$ cat src/rtl/sysref_aligner.sv
module sysref_aligner #(
  parameter int          NPH     = 4,
  parameter int          CW      = 8,
  parameter logic [15:0] CFG_RST = 16'h1000
) (
  input  logic              clk,
  input  logic              rst_n,
  input  logic [NPH-1:0]    ph_smp,
  input  logic              cfg_we,
  input  logic [15:0]       cfg_wdata,
  output logic [15:0]       cfg_q,
  output logic              sr_pulse,
  output logic [1:0]        edge_ph,
  output logic [NPH*CW-1:0] hit_cnt
);
  localparam logic [CW-1:0] CMAX = '1;

  logic [1:0] win_q, off_q;
  logic       mon_q, byp_q, clr_q;
  logic       prev_last, byp_smp;
  logic       vnext, d1, d2, pulse_q;
  logic [1:0] ph_q;
  logic [CW-1:0] cnt [NPH];

  logic [NPH:0]   ext;
  logic [NPH-1:0] rise;
  logic           det, cur, ev_cur, ev_nxt, v, stat_en;
  logic [1:0]     k;
  logic           unused_bits;

  assign unused_bits = ^cfg_wdata[10:1];

  assign ext  = {ph_smp, prev_last};
  assign rise = ext[NPH:1] & ~ext[NPH-1:0];

  always_comb begin
    det = |rise;
    k   = '0;
    for (int i = NPH - 1; i >= 0; i--)
      if (rise[i]) k = i[1:0];
  end

  assign cur     = ({1'b0, k} >= ({1'b0, win_q} + 3'd1));
  assign ev_cur  = det & cur;
  assign ev_nxt  = det & ~cur;
  assign v       = ev_cur | vnext;
  assign stat_en = mon_q & ~byp_q;

  always_ff @(posedge clk) begin
    if (!rst_n) begin
      win_q <= CFG_RST[15:14];
      off_q <= CFG_RST[13:12];
      mon_q <= CFG_RST[11];
      byp_q <= CFG_RST[0];
      clr_q <= 1'b0;
    end else begin
      clr_q <= cfg_we & cfg_wdata[1];
      if (cfg_we) begin
        win_q <= cfg_wdata[15:14];
        off_q <= cfg_wdata[13:12];
        mon_q <= cfg_wdata[11];
        byp_q <= cfg_wdata[0];
      end
    end
  end

  always_ff @(posedge clk) begin
    if (!rst_n) begin
      prev_last <= 1'b0;
      byp_smp   <= 1'b0;
      vnext     <= 1'b0;
      d1        <= 1'b0;
      d2        <= 1'b0;
      pulse_q   <= 1'b0;
    end else begin
      prev_last <= ph_smp[NPH-1];
      byp_smp   <= ph_smp[0];
      vnext     <= ev_nxt;
      d1        <= v;
      d2        <= d1;
      if (byp_q) pulse_q <= ph_smp[0] & ~byp_smp;
      else begin
        case (off_q)
          2'b00:   pulse_q <= v;
          2'b10:   pulse_q <= d2;
          default: pulse_q <= d1;
        endcase
      end
    end
  end

  always_ff @(posedge clk) begin
    if (!rst_n) begin
      ph_q <= '0;
      for (int i = 0; i < NPH; i++) cnt[i] <= '0;
    end else begin
      if (stat_en && det) ph_q <= k;
      for (int i = 0; i < NPH; i++) begin
        if (clr_q) cnt[i] <= '0;
        else if (stat_en && det && k == i[1:0] && cnt[i] != CMAX)
          cnt[i] <= cnt[i] + 1'b1;
      end
    end
  end

  genvar g;
  generate
    for (g = 0; g < NPH; g++) begin : g_cnt
      assign hit_cnt[g*CW +: CW] = cnt[g];

      p_sat_hold_r10: assert property (@(posedge clk) disable iff (!rst_n)
        (cnt[g] == CMAX && !clr_q) |=> cnt[g] == CMAX);
    end
  endgenerate

  assign cfg_q    = {win_q, off_q, mon_q, 10'd0, byp_q};
  assign sr_pulse = pulse_q;
  assign edge_ph  = ph_q;

  p_byp_source_r8: assert property (@(posedge clk) disable iff (!rst_n)
    (byp_q && $past(byp_q) && sr_pulse) |-> $past(ph_smp[0]));

  p_stats_frozen_r9: assert property (@(posedge clk) disable iff (!rst_n)
    (!stat_en && !clr_q) |=> ($stable(hit_cnt) && $stable(edge_ph)));

  p_clear_zero_r11: assert property (@(posedge clk) disable iff (!rst_n)
    clr_q |=> hit_cnt == '0);

  p_one_hit_r9: assert property (@(posedge clk) disable iff (!rst_n)
    !clr_q |=> $countones(hit_cnt ^ $past(hit_cnt)) <= CW + 1 || $past(clr_q));
endmodule

$ cat config.mk
export PLATFORM = sky130hd
export DESIGN_NAME = sysref_aligner
export DESIGN_NICKNAME = d
export VERILOG_FILES = /design/src/rtl/sysref_aligner.sv
export SDC_FILE = /design/constraint.sdc
export NUM_CORES = 1
export LEC_CHECK = 0
export ABC_AREA = 1
export BUFFER_PORTS_ARGS = -buffer_cell sky130_fd_sc_hd__clkbuf_2
export CORE_AREA = 2 2 70 72
export CTS_BUF_LIST = sky130_fd_sc_hd__clkbuf_4 sky130_fd_sc_hd__clkbuf_8 sky130_fd_sc_hd__clkbuf_16
export DETAILED_ROUTE_END_ITERATION = 10
export DIE_AREA = 0 0 72 74
export PLACE_DENSITY = 0.93
export SYNTH_ARGS = -nofsm -noshare
export SYNTH_HDL_FRONTEND = slang
export SYNTH_SLANG_ARGS = --single-unit
$ cat constraint.sdc
create_clock -name clk -period 4.48 [get_ports clk]
set_clock_uncertainty 0.2 [all_clocks]
set_input_delay 0.224 -clock clk [delete_from_list [all_inputs] [get_ports clk]]
set_output_delay 0.224 -clock clk [all_outputs]
set_load 0.05 [all_outputs]
* Yosys cells after proc, flatten, opt, wreduce, memory -nomap -nowiden
Memories as Yosys holds them, arrays and structs flattened. Index checks and enable logic that the tools add are counted. W data, S select, Z words.
Word-level totals: bits in registers 15, memory bits (writable) 32, bits of input ports 23, output and inout port bits 51, logic and storage cells 92, memories kept 1
Operators by class: add/sub/neg operators 5, magnitude comparators 1, eq/ne operators 8, muxes and demuxes 34, bitwise gates (word level) 19, reductions and logical operators 12
Memory list:
- cnt | depth 4, width 8, rd ports 4, clocked after Yosys merged registers in 0, write ports 4, RTL line 23 | logic [CW-1:0] cnt [NPH];
Operators by type and width (number):
- $mux W8 | 8
- $add A8 B1 Y8 const B | 4
- $ne A8 B8 Y1 const B | 4
- $mux W1 | 21
- $logic_and A1 B1 Y1 | 9
- $or A1 B1 Y1 | 9
- $mux W2 | 4
- $eq A2 B2 Y1 const B | 3
- $and A1 B1 Y1 | 5
- $and A4 B4 Y4 | 1
- $logic_not A2 Y1 | 2
- $not A4 Y4 | 1
- $reduce_or A4 Y1 | 1
- $add A2 B1 Y3 const B | 1
- $ge A2 B3 Y1 | 1
- $not A1 Y1 | 3
- $eq A2 B1 Y1 const B | 1
- $pmux W1 S2 | 1

* Logic depth before layout (Yosys ltp)
Gate-level depths: netlist of the first run.
depth after elaboration 14, mapped depth 13

* Worst setup path before layout of the first run
Ideal clock, no wire load.
path kind register -> register, start point mem cnt[3][0], end point mem cnt[3][0] (enable), arrival 1854 ps, data required time 3972 ps, setup slack 2118 ps, stages on the path, launching flop included 7, period minus slack after synthesis 2362 ps, path through edfxtp_1 > ha_1 > nand3_1 > nor2_1 > nand2_1 > o31ai_4 > nand2_1
RTL lines (RTL line):
- from (decl) | 23

==> results of run 1 <==
## cell families (layout without fill, tap and decap cells)
logic type | Yosys count | after routing | share of synthesized area (%)
other | 1 | 10 | 0.153
AO/OA/AOI/OAI | 18 | 18 | 4.60
flip-flops | 47 | 47 | 51.5
XOR/XNOR | 23 | 23 | 8.22
AND/OR/NAND/NOR | 112 | 112 | 22.7
adder cells (fa/ha/maj) | 6 | 6 | 3.06
buffers and inverters | 51 | 109 | 9.75
## final timing paths
path | slack, ps | depth (start not counted) | endpoint | start
min reg2reg | 250 | 2 | d2$_SDFF_PN0_ | d1$_SDFF_PN0_
max reg2reg | 2270 | 6 | cnt[3][4]$_SDFFCE_PN0P_ | cnt[3][0]$_SDFFCE_PN0P_
min | 20 | 2 | off_q[0]$_SDFFE_PN1P_ | rst_n
max | 2260 | 11 | cnt[2][6]$_SDFFCE_PN0P_ | ph_smp[0]
## stage by stage
stage,instances,util [%]
6_report,379,63.7
5_1_grt,379,63.7
4_1_cts,379,63.7
3_5_place_dp,362,59.3
3_3_place_gp,362,59.3
2_1_floorplan,267,-
## placed cells by master, fill, tap and decap left out, types with 2 or more instances in the layout
master	synthesis	routed
sky130_fd_sc_hd__conb_1	1	10
sky130_fd_sc_hd__dfxtp_1	15	15
sky130_fd_sc_hd__o21ai_0	7	7
sky130_fd_sc_hd__nand2_1	32	32
sky130_fd_sc_hd__nand3_1	14	14
sky130_fd_sc_hd__nand4_4	2	2
sky130_fd_sc_hd__edfxtp_1	32	32
sky130_fd_sc_hd__nor4_1	3	3
sky130_fd_sc_hd__clkbuf_8	0	5
sky130_fd_sc_hd__inv_1	34	34
sky130_fd_sc_hd__nor3_1	5	5
sky130_fd_sc_hd__ha_1	6	6
sky130_fd_sc_hd__xor2_1	14	14
sky130_fd_sc_hd__clkinv_2	2	2
sky130_fd_sc_hd__nand2_4	2	2
sky130_fd_sc_hd__nand2_2	4	4
sky130_fd_sc_hd__a21oi_1	8	8
sky130_fd_sc_hd__nor2_4	2	2
sky130_fd_sc_hd__clkbuf_2	0	54
sky130_fd_sc_hd__nor2_2	3	3
sky130_fd_sc_hd__nor2_1	42	42
sky130_fd_sc_hd__inv_2	2	2
sky130_fd_sc_hd__dlygate4sd3_1	0	9
sky130_fd_sc_hd__xnor2_1	9	9
## cell type report
cell class                      instances  area [um2]
Fill cell                             372        1670
Sequential cell                        47        1260
Multi-Input combinational cell        169         983
Timing Repair Buffer                   63         360
Inverter                               38         145
Clock buffer                            6        93.8
Tap cell                               54        67.6
Clock inverter                          2        17.5
## power by group
| part | internal, mW | switching (mW) |
|---|---|---|
| clock network | 0.147 | 0.145 |
| registers | 0.489 | 0.0214 |
| logic | 0.0478 | 0.152 |
## flip-flops by register name, indices dropped and copies added, names as in the netlist
| name | count |
|---|---|
| d2 | 1 |
| byp_q | 1 |
| win_q | 2 |
| cnt | 32 |
| vnext | 1 |
| sr_pulse | 1 |
| prev_last | 1 |
| byp_smp | 1 |
| clr_q | 1 |
| off_q | 2 |
| d1 | 1 |
| mon_q | 1 |
| edge_ph | 2 |
## metal layers
metal | vias up | routed length (um) | global-route usage [%]
met5 | - | 0 | 0
met4 | 0 | 103 | 10.1
met3 | 8 | 206 | 4.20
met2 | 56 | 2280 | 31.0
met1 | 824 | 1810 | 19.2
li1 | 941 | - | -
## synthesized netlist by cell type (all sizes together) (2+ instances only)
master	number	area share (%)
xor2	14	5.0
nand3	14	2.9
ha	6	3.1
clkinv	2	0.41
nor2	48	8.9
edfxtp	32	39
o21ai	8	1.8
a21oi	8	1.6
nand4	3	2.0
nor3	5	1.0
dfxtp	15	12
xnor2	9	3.2
inv	36	5.5
nand2	38	6.8
nor4	3	0.77
buf	12	3.7
## repair_timing
action | in CTS | in global routing
hold endpoints to repair | 7 | 0
endpoints found under the setup margin | 0 | 0
hold buffers | 9 | 0
==> results.cfg, run 1 <==
[synthesis]
syn_avg_cell_area_um2 = 9.50
dominant_register_cell_in_the_synthesized_netlist = sky130_fd_sc_hd__edfxtp_1
ys_seq_elements = 47
synth-seq-area-share_pct = 51.5
asr_flop_ratio_synth_pct = 0
synthesis.yosys.warnings = 0
post_synth_instance_area_um2 = 2450
synth_edf_count = 32
synth_cell_types = 29
synthesis.instances = 258

[pwr]
static-leakage-power_nw = 1.31
powerDensity_nw_per_um2 = 342
ir_worst_vdd_v = 0.000189
finalPower_mw = 1.00

[cells_and_area]
finish.instance_area_um2 = 2930
insertedDiodeCount = 0
final_net_count = 353
synthToLayoutAreaGrowth_pct = 19.6
share_of_layout_cells_above_drive_strength_1_pct = 25.2

[timing]
finalSetupTns_ps = 0
layout_setup_ws_ps = 2260
unrepaired_setup_endpoints_after_global_routing = false
post-route-period-util_pct = 49.5
achievable-frequency_mhz = 451
timing_max_transition_violations_final = 0
hold_violations = 0
report.final.setup_viol = 0
finalHoldWorstSlack_ps = 19.0
final.min_clock_period_ps = 2220

[clocking]
cts_repair_resize_count = 0
cts_setup_buffers = 0
clockRootBuffer = sky130_fd_sc_hd__clkbuf_8
cts-buffers-inserted = 5
cts_sinks = 47
clock_tree_from_tritoncts = built
clkLatencyLatePin_ps = 300
cts-htree-levels = 2
cts.clk_slew.worst_paths_ps = 90
clock_path_buffers = 2

[routing]
drtIter0Drc = 61
wirelength_routed_um = 4390
dr_total_vias = 1829
drtAntennaViolNets = 0
post_drt_via_cell_ratio = 4.83
drt_drc_violations_left = 0
detail_route.wl_per_cell_um = 11.6
drt-pass1-iter-count = 4

[setup_path]
critical_path.cell_chain = dlygate4sd3_1 -> clkbuf_2 -> inv_1 -> nand2_1 -> nand2_2 -> nor2_2 -> nor2_4 -> nand2_2 -> clkinv_2 -> nand4_4 -> nand2_1
timing.critical_path.buf_inv = 4
timing.critical_path.to_type = register
worstPathRequired_ps = 4250
crit_fanout = 8
timing.setup.critical_path_class = input port to register
startpoint_type = input port
slowest_delay_ps = 540
critical_path_arrival_ps = 1990
slowest_stage = sky130_fd_sc_hd__dlygate4sd3_1
path_delay_family = simple AND/OR/NAND/NOR gates

[placement]
place_area_um2 = 2730
detailedPlacementHpwl_um = 3380
routabilityCongestion = 0.796
portBuffers = 54
place_ws_ps = 2270

[floorplan]
floorplan.core_area_um2 = 4600
die_width_um = 72
effective_utilization_at_floorplan_pct = 53.3
std_cell_rows = 25
design.portCount = 74
design.die.area_um2 = 5330
die_y_um = 74

[grt]
grt_first_pass_wirelength_um = 7070
antenna_found_initial = 0
globalRouteTotalUtil_pct = 17.4
gr-total-overflow = 0
grt_start_max_net_pins = 17
grt_pass1_vias = 1707

[run_status]
run_status = complete, no violations

[job]
number_of_maximum_capacitance_violations = 0

[hold_path]
min_path_type = input port to register
Power figures use the tool's default switching activity.
==> run 2, diff against run 1 <==
==> config.mk (replaced) <==
export PLATFORM = sky130hd
export DESIGN_NAME = sysref_aligner
export DESIGN_NICKNAME = d
export VERILOG_FILES = /design/src/rtl/sysref_aligner.sv
export SDC_FILE = /design/constraint.sdc
export NUM_CORES = 1
export LEC_CHECK = 0
export ABC_AREA = 0
export BUFFER_PORTS_ARGS = -buffer_cell sky130_fd_sc_hd__clkbuf_2
export CORE_AREA = 2 2 73 75
export CTS_BUF_LIST = sky130_fd_sc_hd__clkbuf_4 sky130_fd_sc_hd__clkbuf_8 sky130_fd_sc_hd__clkbuf_16
export DETAILED_ROUTE_END_ITERATION = 10
export DIE_AREA = 0 0 75 77
export PLACE_DENSITY = 0.87
export SYNTH_ARGS = -nofsm -noshare
export SYNTH_HDL_FRONTEND = slang
export SYNTH_SLANG_ARGS = --single-unit
==> constraint.sdc (replaced) <==
create_clock -name clk -period 2.25 [get_ports clk]
set_clock_uncertainty 0.2 [all_clocks]
set_input_delay 0.1125 -clock clk [delete_from_list [all_inputs] [get_ports clk]]
set_output_delay 0.1125 -clock clk [all_outputs]
set_load 0.05 [all_outputs]
==> run 2 against run 1 <==
  * Final area rose by 1.2%
  * Count of clock-buffer cells in the layout did not move
  * Wire length rose by 9.3%
  * Setup slack got worse by 2100 ps
  * Clock power rose by 69%
  * Via count rose by 2.7%
  * Critical path depth fell by 6
  * Register-to-register slack got worse by 2100 ps
  * Combinational power rose by 91%
  * Flip-flop and latch count did not move
  * Synthesized area fell by 0.36%
  * Critical path type is now register to register
  * Largest cell class unchanged
  * Highest routed layer unchanged
==> results.cfg, run 2 <==
[pwr]
clock_power_share_pct = 26.0
static-leakage-power_nw = 1.26
total_switching_power_uw = 592
ir_worst_vdd_v = 0.000385
power.combinational.fraction_pct = 20.2
powerDensity_nw_per_um2 = 640
power.switching_fraction_pct = 31.2
flop_pwr_share_pct = 53.8
internal_power_mw = 1.31

[synthesis]
post_synth_instance_area_um2 = 2440
most_frequent_cell_after_synthesis = sky130_fd_sc_hd__nor2_1
syn_avg_cell_area_um2 = 10.3
synthesis.instances = 238
synth_top_area_cell = sky130_fd_sc_hd__edfxtp_1
asr_flop_ratio_synth_pct = 0
synth-seq-area-share_pct = 51.7
ys_seq_elements = 47
synth.top_cells.by_area = sky130_fd_sc_hd__edfxtp_1 (39%), sky130_fd_sc_hd__dfxtp_1 (12%), sky130_fd_sc_hd__nor2_1 (5.7%)
synth_cell_types = 41
yosysTopAreaCellShare_pct = 39.4
dominant_register_cell_in_the_synthesized_netlist = sky130_fd_sc_hd__edfxtp_1
most_instantiated_cells_after_synthesis = sky130_fd_sc_hd__nor2_1 (37), sky130_fd_sc_hd__edfxtp_1 (32), sky130_fd_sc_hd__nand2_1 (19), sky130_fd_sc_hd__nand3_1 (18), sky130_fd_sc_hd__dfxtp_1 (15)
synthesis.yosys.warnings = 0
synth_edf_count = 32

[routing]
drt_drc_violations_left = 0
drtIter0Drc = 81
dr_total_vias = 1879
drt-pass1-iter-count = 4
wirelength_routed_um = 4800
drtAntennaViolNets = 0
detail_route.wl_per_cell_um = 12.6
post_drt_via_cell_ratio = 4.94

[cells_and_area]
mostFrequentLayoutCell = sky130_fd_sc_hd__clkbuf_2
synthToLayoutAreaGrowth_pct = 21.4
final_net_count = 338
top_register = cnt
finish.cell_count_without_fillers = 380
n_fill_cell = 443
share_of_layout_cells_above_drive_strength_1_pct = 24.8
layout.core_utilization_pct = 59.6
largest_reg_flops = 32
layout.cells.most_common_list = sky130_fd_sc_hd__clkbuf_2 (54), sky130_fd_sc_hd__nor2_1 (37), sky130_fd_sc_hd__edfxtp_1 (32)
insertedDiodeCount = 0

[run_status]
run_status = complete, no violations

[setup_path]
slowest_delay_ps = 400
startpoint_type = register
timing.critical_path.buf_inv = 0
path_delay_family = simple AND/OR/NAND/NOR gates
slowest_stage = sky130_fd_sc_hd__and4_1
timing.critical_path.to_type = register
crit_fanout = 8
timing.setup.critical_path_class = register to register
critical_path.cell_chain = and2_2 -> o21ai_2 -> and4_1 -> nand3_1 -> nand2_1
critical_path_arrival_ps = 1860
worstPathRequired_ps = 2020

[timing]
report.final.setup_viol = 0
achievable-frequency_mhz = 478
final.min_clock_period_ps = 2090
unrepaired_setup_endpoints_after_global_routing = false
post-route-period-util_pct = 92.9
timing_max_transition_violations_final = 0
hold_violations = 0

[placement]
routabilityCongestion = 0.754
portBuffers = 54
dp.cells = 362
detailedPlacementHpwl_um = 3620

[grt]
grt_start_max_net_pins = 16
globalRouteTotalUtil_pct = 18.1
grt_first_pass_wirelength_um = 8080
antenna_found_initial = 0
grt_pass1_vias = 1788
gr-total-overflow = 0

[clocking]
cts_setup_buffers = 0
cts_sinks = 47
clkLatencyLatePin_ps = 300
cts.clk_slew.worst_paths_ps = 80
cts-htree-levels = 2
clockRootBuffer = sky130_fd_sc_hd__clkbuf_8
clock_tree_from_tritoncts = built
cts-buffers-inserted = 5
clock_path_buffers = 2

[job]
number_of_maximum_capacitance_violations = 0

[floorplan]
effective_utilization_at_floorplan_pct = 49.0
floorplan.core_area_um2 = 4980
design.die.area_um2 = 5780
design.portCount = 74
die_width_um = 75
die_y_um = 77
std_cell_rows = 26

[hold_path]
min_path_type = input port to register
==> run 2: cell types whose count changed after synthesis, sizes merged, moves of 4 or more <==
| cell | previous run | this run |
|---|---|---|
| inv | 36 | 9 |
| nand2 | 38 | 19 |
| nor2b | 0 | 14 |
| nor2 | 48 | 37 |
| mux2i | 0 | 8 |
| and3 | 0 | 6 |
| and2 | 0 | 5 |
| nand3 | 14 | 18 |
| nor3 | 5 | 1 |
| o21ai | 8 | 4 |
| xor2 | 14 | 10 |
==> run 2: worst reg2reg max path: stages (launching register included) <==
cell                      delay [ps]
sky130_fd_sc_hd__dfxtp_1         330
sky130_fd_sc_hd__and2_2          210
sky130_fd_sc_hd__o21ai_2         190
sky130_fd_sc_hd__and4_1          400
sky130_fd_sc_hd__nand3_1         140
sky130_fd_sc_hd__nand2_1         310
==> run 2: stage by stage <==
stage	hold slack [ps]	power [mW]	TNS (ps)	setup slack, ps	area, um2
2_1_floorplan	34.2	1.34	-324	-14.3	2470
3_3_place_gp	130	1.40	0	193	2780
3_5_place_dp	139	1.41	0	124	2780
4_1_cts	14.9	1.91	0	113	2960
5_1_grt	23.9	1.98	0	1.88	2960
6_report	18.3	1.90	0	159	2960
==> run 2: logic make-up (layout without fill, tap and decap cells) <==
logic type               count (synthesis)  in the layout  synth area share, %
AND/OR/NAND/NOR                        111            111                 22.6
flip-flops                              47             47                 51.7
buffers and inverters                   24             87                 5.59
AO/OA/AOI/OAI                           20             20                 6.05
XOR/XNOR                                20             20                 7.18
multiplexers                             8              8                 3.28
adder cells (fa/ha/maj)                  7              7                 3.54
other                                    1             10                0.154
==> run 2: power groups by stage <==
stage	clock network [mW]	logic [mW]	registers [mW]
after floorplan	0	0.174	1.16
after global placement	0	0.363	1.04
after detailed placement	0	0.370	1.04
after CTS	0.507	0.385	1.02
after global routing	0.543	0.412	1.03
final	0.494	0.383	1.02
==> run 2: worst paths after layout <==
path | from | to | slack, ps | depth (start not counted)
min | cfg_we | clr_q$_SDFF_PN0_ | 20 | 2
max | prev_last$_SDFF_PN0_ | cnt[3][6]$_SDFFCE_PN0P_ | 160 | 5
min reg2reg | d1$_SDFF_PN0_ | d2$_SDFF_PN0_ | 280 | 1
max reg2reg | prev_last$_SDFF_PN0_ | cnt[3][6]$_SDFFCE_PN0P_ | 160 | 5
==> run 2: layout make-up <==
cell class | instances | area (um2) | share of cell area [%]
clock buffers | 6 | 76.3 | 2.57
clock inverters | 2 | 7.51 | 0.253
inverters | 9 | 33.8 | 1.14
multi-input cells | 176 | 1080 | 36.5
flip-flops and latches | 47 | 1260 | 42.5
well taps | 70 | 87.6 | 2.95
repair buffers | 70 | 415 | 14.0
==> run 2: layer usage <==
metal  part of all wire [%]  wire length [um]  global-route usage, %  vias to the layer above
met5                      0                 0                      0                        -
li1                       -                 -                      -                      943
met2                     49              2340                   29.4                       57
met4                    1.6                79                   5.89                        0
met3                    5.0               240                   4.34                        9
met1                     45              2150                   23.5                      870
==> run 2: what timing repair did <==
item | in CTS | in global routing
setup endpoints to repair | 0 | 10
hold endpoints to repair | 9 | 0
gates resized for setup | 0 | 2
hold buffers | 10 | 0
